File: config.mk
export PLATFORM = sky130hd
export DESIGN_NAME = smb_cfg_slave
export DESIGN_NICKNAME = d
export VERILOG_FILES = /design/src/rtl/smb_cfg_slave.sv
export SDC_FILE = /design/constraint.sdc
export NUM_CORES = 1
export LEC_CHECK = 0
export BUFFER_PORTS_ARGS = -buffer_cell sky130_fd_sc_hd__clkbuf_2
export CORE_MARGIN = 10
export CORE_UTILIZATION = 30
export DETAILED_ROUTE_END_ITERATION = 8
export PLACE_DENSITY_LB_ADDON = 0.12
export SLEW_MARGIN = 40
export SYNTH_ARGS = -nofsm -noshare
export SYNTH_HDL_FRONTEND = slang
export SYNTH_SLANG_ARGS = --single-unit
export TNS_END_PERCENT = 20
File: constraint.sdc
create_clock -name clk -period 2.77 [get_ports clk]
set_input_delay 0.277 -clock clk [delete_from_list [all_inputs] [get_ports clk]]
set_output_delay 0.277 -clock clk [all_outputs]
set_load 0.1 [all_outputs]
File: src/rtl/smb_cfg_slave.sv
module smb_cfg_slave #(
  parameter int NREG = 9,
  parameter logic [6:0] DEV_ADDR = 7'h69,
  parameter int ID_IDX = 7,
  parameter int STRAP_IDX = 6,
  parameter int SW = 3,
  parameter logic [8*NREG-1:0] DEFAULTS = 72'h44_00_18_00_07_00_FF_F6_FF
) (
  input  logic              clk,
  input  logic              rst_n,
  input  logic              scl_i,
  input  logic              sda_i,
  input  logic [SW-1:0]     strap_i,
  input  logic [7:0]        id_i,
  output logic              sda_oe,
  output logic [8*NREG-1:0] cfg_o
);
  localparam int IW = $clog2(NREG);
  localparam logic [6:0] NREG7 = 7'(NREG);

  typedef enum logic [2:0] {S_IDLE, S_ADDR, S_CMD, S_CNT, S_WR, S_RD, S_SKIP} st_t;

  logic [2:0] scl_p, sda_p;
  logic scl_s, scl_d, sda_s, sda_d;
  logic rise, fall, start, stop;
  st_t st, nx;
  logic ack, blk;
  logic [3:0] bc;
  logic [7:0] sh, tx, rd, first;
  logic [6:0] ptr;
  logic wr_stb;
  logic [7:0] vw [1<<IW];

  always_ff @(posedge clk or negedge rst_n)
    if (!rst_n) begin
      scl_p <= '1;
      sda_p <= '1;
    end else begin
      scl_p <= {scl_p[1:0], scl_i};
      sda_p <= {sda_p[1:0], sda_i};
    end

  assign scl_s = scl_p[1];
  assign scl_d = scl_p[2];
  assign sda_s = sda_p[1];
  assign sda_d = sda_p[2];
  assign rise  = scl_s & ~scl_d;
  assign fall  = ~scl_s & scl_d;
  assign start = scl_s & scl_d & sda_d & ~sda_s;
  assign stop  = scl_s & scl_d & ~sda_d & sda_s;

  assign rd     = (ptr < NREG7) ? vw[ptr[IW-1:0]] : 8'h00;
  assign first  = blk ? 8'(NREG) : rd;
  assign wr_stb = (st == S_WR) && fall && !ack && (bc == 4'd8);

  always_ff @(posedge clk or negedge rst_n)
    if (!rst_n) begin
      st <= S_IDLE; nx <= S_IDLE; ack <= 1'b0; blk <= 1'b0;
      bc <= '0; sh <= '0; tx <= '0; ptr <= '0; sda_oe <= 1'b0;
    end else if (stop) begin
      st <= S_IDLE; ack <= 1'b0; sda_oe <= 1'b0;
    end else if (start) begin
      st <= S_ADDR; ack <= 1'b0; bc <= '0; sda_oe <= 1'b0;
    end else if (st == S_ADDR || st == S_CMD || st == S_CNT || st == S_WR) begin
      if (rise && !ack && bc != 4'd8) begin
        sh <= {sh[6:0], sda_s};
        bc <= bc + 4'd1;
      end else if (fall && !ack && bc == 4'd8) begin
        ack <= 1'b1;
        case (st)
          S_ADDR:
            if (sh[7:1] == DEV_ADDR) begin
              sda_oe <= 1'b1;
              nx <= sh[0] ? S_RD : S_CMD;
            end else st <= S_SKIP;
          S_CMD: begin
            sda_oe <= 1'b1;
            blk <= ~sh[7];
            ptr <= sh[7] ? sh[6:0] : 7'd0;
            nx  <= sh[7] ? S_WR : S_CNT;
          end
          S_CNT: begin
            sda_oe <= 1'b1;
            nx <= S_WR;
          end
          default: begin
            sda_oe <= 1'b1;
            ptr <= ptr + 7'd1;
            nx <= S_WR;
          end
        endcase
      end else if (fall && ack) begin
        ack <= 1'b0;
        bc  <= '0;
        st  <= nx;
        tx  <= first;
        sda_oe <= (nx == S_RD) ? ~first[7] : 1'b0;
        if (nx == S_RD && !blk) ptr <= ptr + 7'd1;
      end
    end else if (st == S_RD) begin
      if (rise && !ack && bc != 4'd8) begin
        bc <= bc + 4'd1;
        tx <= {tx[6:0], 1'b0};
      end else if (rise && ack && sda_s) begin
        st <= S_SKIP;
      end else if (fall && !ack && bc == 4'd8) begin
        ack <= 1'b1;
        sda_oe <= 1'b0;
      end else if (fall && !ack) begin
        sda_oe <= ~tx[7];
      end else if (fall && ack) begin
        ack <= 1'b0;
        bc  <= '0;
        tx  <= rd;
        sda_oe <= ~rd[7];
        ptr <= ptr + 7'd1;
      end
    end

  for (genvar i = 0; i < (1<<IW); i++) begin : g_reg
    if (i >= NREG) begin : g_none
      assign vw[i] = 8'h00;
    end else if (i == ID_IDX) begin : g_id
      assign vw[i] = id_i;
    end else if (i == STRAP_IDX) begin : g_strap
      logic [7:SW] q;
      always_ff @(posedge clk or negedge rst_n)
        if (!rst_n) q <= DEFAULTS[8*i+SW +: 8-SW];
        else if (wr_stb && ptr == 7'(i)) q <= sh[7:SW];
      assign vw[i] = {q, strap_i};
    end else begin : g_rw
      logic [7:0] q;
      always_ff @(posedge clk or negedge rst_n)
        if (!rst_n) q <= DEFAULTS[8*i +: 8];
        else if (wr_stb && ptr == 7'(i)) q <= sh;
      assign vw[i] = q;
    end
  end

  for (genvar i = 0; i < NREG; i++) begin : g_out
    assign cfg_o[8*i +: 8] = vw[i];
  end
endmodule

# [After elaboration in Yosys (flattened, before gate mapping)]
# Index checks and enable logic that the tools add are counted.
[classes] add_sub_neg=2 magnitude_cmp=2 n_eq_ne=38 mux=79 bitwise=19 reduce_logical=43
[op_table] op="$mux W8" n=14
[op_table] op="$mux W7" n=12
[op_table] op="$mux W3" n=14
[op_table] op="$mux W4" n=10
[op_table] op="$bmux W8 S4" n=1
[op_table] op="$mux W1" n=26
[op_table] op="$reduce_and A6 Y1" n=4
[op_table] op="$eq A7 B3 Y1 const B" n=3
[op_table] op="$logic_and A1 B1 Y1" n=19
[op_table] op="$ne A4 B4 Y1 const B" n=4
[op_table] op="$eq A7 B2 Y1 const B" n=2
[op_table] op="$ne A2 B2 Y1 const B" n=7
[op_table] op="$pmux W7 S2" n=1
[op_table] op="$ne A3 B3 Y1 const B" n=4
[op_table] op="$not A1 Y1" n=11
[op_table] op="$reduce_and A11 Y1" n=1
[op_table] op="$ne A5 B5 Y1 const B" n=2
[op_table] op="$reduce_and A10 Y1" n=1
[op_table] op="$eq A3 B3 Y1 const B" n=3
[op_table] op="$reduce_and A4 Y1" n=2
[op_table] op="$reduce_bool A2 Y1" n=4
[op_table] op="$reduce_bool A4 Y1" n=2
[op_table] op="$add A7 B1 Y7 const B" n=1
[op_table] op="$and A1 B1 Y1" n=7
[op_table] op="23 further kinds" n=28
[word_totals] reg_bits=103 output_inout_bits=73 wordCells=202

# [Depth between registers and ports, before layout]
[depth] ltp_word=15 ltp_mapped=10 mapped_depth_nobuf=8

# [Worst setup path after synthesis]
# OpenSTA, ideal clock, no wires.
[synth_path] kind="register to register" startpoint="register g_reg[3].g_rw.q[7]" endpoint="register sda_oe" setup_time_ns=0.130 t_arrival_ns=2.109 t_required_ns=2.640 path_slack_ns=0.531 path_stages_with_launch=7 path_buffers=0 synth_period_minus_slack_ns=2.239 path_cell_list="dfrtp_1 mux4_2 nor2_1 a2111oi_0 a31oi_1 o31ai_1 mux2i_1"
[synth_via] elab_chain_len=14 word_cells_on_any_way=20 classes_between="18 x mux; 2 x bitwise"
[synth_lines] item="from (decl)" line_no="132" source="logic [7:0] q;"
[synth_lines] item="from (signal assigned)" line_no="134" source="if (!rst_n) q <= DEFAULTS[8*i +: 8];"
[synth_lines] item="from (signal assigned)" line_no="135" source="else if (wr_stb && ptr == 7'(i)) q <= sh;"
[synth_lines] item="$bmux W8 S4 (*)" line_no="52" source="assign rd = (ptr < NREG7) ? vw[ptr[IW-1:0]] : 8'h00;"
[synth_lines] item="$mux W8 (not written as such) (*) (2 in a row)" line_no="52"
[synth_lines] item="$mux W8 (*)" line_no="52"
[synth_lines] item="$not A1 Y1" line_no="115" source="sda_oe <= ~rd[7];"
[synth_lines] item="$mux W1" line_no="111" source="end else if (fall && ack) begin"
[synth_lines] item="$mux W1" line_no="109" source="end else if (fall && !ack) begin"
[synth_lines] item="$mux W1" line_no="106" source="end else if (fall && !ack && bc == 4'd8) begin"
[synth_lines] item="$mux W1" line_no="104" source="end else if (rise && ack && sda_s) begin"
[synth_lines] item="$mux W1" line_no="101" source="if (rise && !ack && bc != 4'd8) begin"
[synth_lines] item="$mux W1" line_no="100" source="end else if (st == S_RD) begin"
[synth_lines] item="$mux W1 (*)" line_no="64" source="end else if (st == S_ADDR || st == S_CMD || st == S_CNT || st == S_WR) begin"
[synth_lines] item="$mux W1 (*)" line_no="62" source="end else if (start) begin"
[synth_lines] item="$mux W1 (*)" line_no="60" source="end else if (stop) begin"
[synth_lines] item="to (signal assigned)" line_no="97" source="sda_oe <= (nx == S_RD) ? ~first[7] : 1'b0;"
[synth_lines] item="to (signal assigned)" line_no="110" source="sda_oe <= ~tx[7];"
[synth_lines] item="to (signal assigned)" line_no="115"
[synth_lines] item="to (decl)" line_no="15" source="output logic sda_oe,"
# Mark *: on every way between the ends. The rest lies on a longest branch, timed or not. The select of a mux whose other input is x is not followed.
# A chain may end at the register's enable or synchronous reset.

# [Worst setup path after layout]
[layout_path] startpoint="register bc[0]" endpoint="register g_reg[6].g_strap.q[7] (netlist name)"
[layout_via] elab_chain_len=3
[layout_lines] item="from (decl)" line_no="28" source="logic [3:0] bc;"
[layout_lines] item="from (signal assigned)" line_no="67" source="bc <= bc + 4'd1;"
[layout_lines] item="from (signal assigned)" line_no="102" source="bc <= bc + 4'd1;"
[layout_lines] item="$eq A4 B4 Y1" line_no="54" source="assign wr_stb = (st == S_WR) && fall && !ack && (bc == 4'd8);"
[layout_lines] item="$logic_and A1 B1 Y1" line_no="54"
[layout_lines] item="$logic_and A1 B1 Y1" line_no="129" source="else if (wr_stb && ptr == 7'(i)) q <= sh[7:SW];"
[layout_lines] item="to (signal assigned)" line_no="128" source="if (!rst_n) q <= DEFAULTS[8*i+SW +: 8-SW];"
[layout_lines] item="to (signal assigned)" line_no="129"
[layout_lines] item="to (decl)" line_no="126" source="logic [7:SW] q;"
# No other way between the ends.

==> flow_results.org <==
** Status
- The run finished with clean final reports.

** Synthesis
- Prevailing post-synth register cell :: dfrtp_1
- Area of the mapped netlist :: 0.00532 sq mm
- Number of synthesized register bits :: 103
- For this run, the number of Yosys warnings is 0.
- Top cell type by total area after synthesis :: dfrtp_1
- Top area cells in the synthesized netlist :: dfrtp_1 32%, dfstp_2 17%, mux2_2 14%
- Fraction of post-synthesis cell area in the top cell type by area :: 32.0%
- FFs w/ async S/R, synth :: 100%
- For this run, the register share of the synthesized area comes to 49.2%.
- Number of nets in the synthesized netlist :: 472
- A synthesized cell averages 11.8 sq um.
- Count of cell types in the netlist :: 58
- In this run, synthesis inferred 0 flip-flops with an integrated enable.
- After technology mapping, the gate count stands at 451.

** Power and ir drop
- In this run the static leakage power is 2.89 nW.
- Post-route total power :: 0.00324 W
- Power spread over the standard cell area amounts to 508 mW/mm^2.
- Across the VDD grid, the largest voltage drop is 0.000273 V.

** Setup path
- STA puts the critical path data arrival time at 2.77 ns.
- Setup Crit Path Kind :: register to register
- The worst setup path is captured at a register.
- The cell family contributing the most delay on the critical path is simple AND/OR/NAND/NOR gates.
- Worst setup SP type :: register
- For this design, the slowest cell found on the critical path is or3_4.
- Counting both buffers and inverters, the worst setup path holds a total of 1.
- Data required time at the worst endpoint :: 3.01 ns
- Biggest fanout along the worst timing path :: 11
- Ordered list of cells on the worst path :: inv_1 > ha_1 > and3b_2 > nand2_2 > or3_4 > nor3b_2 > nand2_1 > mux2_2
- Peak per-stage delay on the critical path :: 0.45 ns

** CTS
- Clock latency on the worst-skew pair, taken at its later pin, is 0.36 ns.
- CTS sink cnt :: 103
- Count of H-tree levels built during CTS :: 3
- Setup Fix Bufs, Post-CTS :: 0
- TritonCTS clock tree :: yes
- CTS buffer count :: 9
- Clock transition at the registers of the reported paths :: 0.08 ns
- The clock passes through at most 2 buffers.
- The cell sitting at the root of the clock tree is a clkbuf_16.

** Final layout
- Fraction of layout instances using a drive strength above 1 :: 47.8%
- Cells fill 36.7% of the core in the end.
- The multi-input combinational cells in the finished layout cover a total of 0.00246 sq mm.
- In the layout the commonest cells are 86 x clkbuf_2, 68 x dfrtp_1, 67 x mux2_2.
- The net count of the finished layout is 558.
- The area growth from synthesis to layout is 19.8%.
- Area taken by flip-flops and latches :: 0.00262 sq mm
- The layout has 1718 filler cells.
- Most frequent standard cell in the layout excluding fill and tap cells :: clkbuf_2
- The repair_antennas step left the layout with diodes totalling 0.

** Timing
- Count of endpoints failing setup in the final report :: 0
- Total Negative Setup Slacks :: 0 ns
- Setup repair after global routing left no endpoint under its margin.
- Share of the clock period used by the worst path after layout :: 91.2%
- Fin worst setup slack :: 0.243 ns
- The count of pins over their slew limit came to 0.
- The worst path needs 2.53 ns of the cycle, external delays included.
- The number of failing hold endpoints at the final stage was 0.
- The worst pin sits at a relative slew slack of 55.8%.
- At the pin with the least slew margin, the transition time is 0.663 ns.
- Between clock sinks in the finished design, the worst skew comes to 0.0126 ns.
- Highest clock frequency the design can meet :: 0.396 GHz

** Placement
- The congestion estimate from routability-driven global placement came to 0.818.
- The wire-length estimate of the detail-placed layout is 11100 microns.
- OpenSTA, run right after detailed placement, puts the worst setup slack at 0.134 ns.
- Input and output buffers added on the ports amount to 87.

** Detailed routing
- After the first detailed-routing iteration, the DRC count stood at 217.
- The final route contains 3908 vias.
- For this run, design rule violations remaining after detail routing come to 0.
- Routed length per instance :: 19.7 microns
- Dividing the detail-routed via count by the number of cells gives 5.10.
- First drt pass iteration count :: 4
- Post-Route WL :: 15100 microns
- Number of routed nets with antenna violations :: 0

** Floorplan
- Die Area :: 0.0235 sq mm
- Standard-cell row count :: 48
- The initial utilization of the core area, before any placement, comes to 30.7%.
- Core Box Area :: 0.0174 sq mm
- 88 I/O pins were placed.
- Horizontal extent of the die :: 153 microns
- The die is 153 microns tall.

** Global routing
- met2 is the most crowded layer.
- GRT overflow :: 0
- Met3 usage in global routing :: 4.07%
- GR Util All Layers :: 13.0%
- For this run, global-route usage on met2 was measured as 20.4%.
- The number of antenna violations at the first check in global routing is 0.
- Largest net degree at the start of global routing :: 63
- Met1 track utilization from global routing :: 17.3%
- The via count of the first global-routing pass was 4137.
- Wire length of the first global-routing pass :: 24500 microns

** Min path
- Path type of the worst min-delay path :: register to register

** Flow run
- Max-cap violations in this run came to 0.
==> cell usage after synthesis (all sizes together) (4+ instances only) <==
library cell	instances
nor2	26
o21a	5
inv	10
a31oi	4
o22a	4
mux2	68
buf	22
and2	4
dfstp	35
dfrtp	68
mux2i	9
or3	5
nor4	4
nor3	10
clkbuf	16
a211oi	4
nor2b	6
nand3b	4
nand2	39
ha	6
o21ai	23
a21oi	19
nor3b	4
mux4	15
o211ai	4
nand3	9
==> per-layer routing <==
| layer | vias to the layer above | wire, microns | part of all wire, % |
|---|---|---|---|
| met3 | 10 | 784 | 5.2 |
| met2 | 89 | 7030 | 46 |
| met1 | 1995 | 7200 | 48 |
| met5 | - | 0 | 0 |
| met4 | 0 | 115 | 0.76 |
| li1 | 1814 | - | - |
==> path summary, 6_finish.rpt <==
kind,start,to,slack (ns),cells after the start
setup / recovery,bc[0],g_reg[6].g_strap.q[7],0.24,8
hold / removal,sda_p[0],sda_p[1],0.36,0
setup reg to reg,bc[0],g_reg[6].g_strap.q[7],0.24,8
hold reg to reg,sda_p[0],sda_p[1],0.36,0
max in group asynchronous,rst_n,g_reg[4].g_rw.q[2],1.52,3
min in group asynchronous,rst_n,st[1],0.47,2
==> per-stage QoR <==
stage	cells	area, sq um	hold WS [ns]
3_3_place_gp	748	6030	0.311
5_1_grt	767	6380	0.364
2_1_floorplan	451	5320	-0.0186
4_1_cts	767	6370	0.359
3_5_place_dp	748	6030	0.319
6_report	767	6380	0.358
==> sequential cells by signal, summed over array words and instances (netlist names) <==
| signal | flops |
|---|---|
| scl_p | 3 |
| bc | 4 |
| ptr | 7 |
| sda_p | 3 |
| g.g_strap.q | 5 |
| nx | 3 |
| st | 3 |
| sda_oe | 1 |
| g.g_rw.q | 56 |
| tx | 8 |
| blk | 1 |
| sh | 8 |
| ack | 1 |
==> final cells by class <==
type                       instances  share of cell area [%]
inverter                          10                   0.589
timing repair buffer             113                    10.4
multi-input combinational        300                    38.5
clock inverter                     7                    1.39
sequential                       103                    41.1
clock buffer                       9                    3.53
tap                              225                    4.42
==> where the power goes <==
group / total (W) / switching (W) / internal, W
Clock: 0.00131 / 0.000662 / 0.000647
Sequential: 0.00164 / 0.0000623 / 0.00158
Combinational: 0.000290 / 0.000193 / 0.0000965
Total: 0.00324 / 0.000917 / 0.00232
==> timing repair <==
item | CTS | global route
resized for setup | 0 | 1
endpoints found under the hold margin | 26 | 0
setup endpoints to repair | 0 | 5
hold buffers | 3 | 0
==> logic make-up (layout without fill, tap and decap cells) <==
group / count (synthesis) / count (layout) / share of synthesized area (%)
XOR/XNOR: 2 / 2 / 0.329
multiplexers: 92 / 92 / 22.4
buffers and inverters: 48 / 139 / 4.65
AND/OR/NAND/NOR: 119 / 119 / 11.9
AO/OA/AOI/OAI: 81 / 81 / 10.1
flip-flops: 103 / 103 / 49.2
adder cells (fa/ha/maj): 6 / 6 / 1.41
No activity file was read; power rests on OpenSTA's default activity.
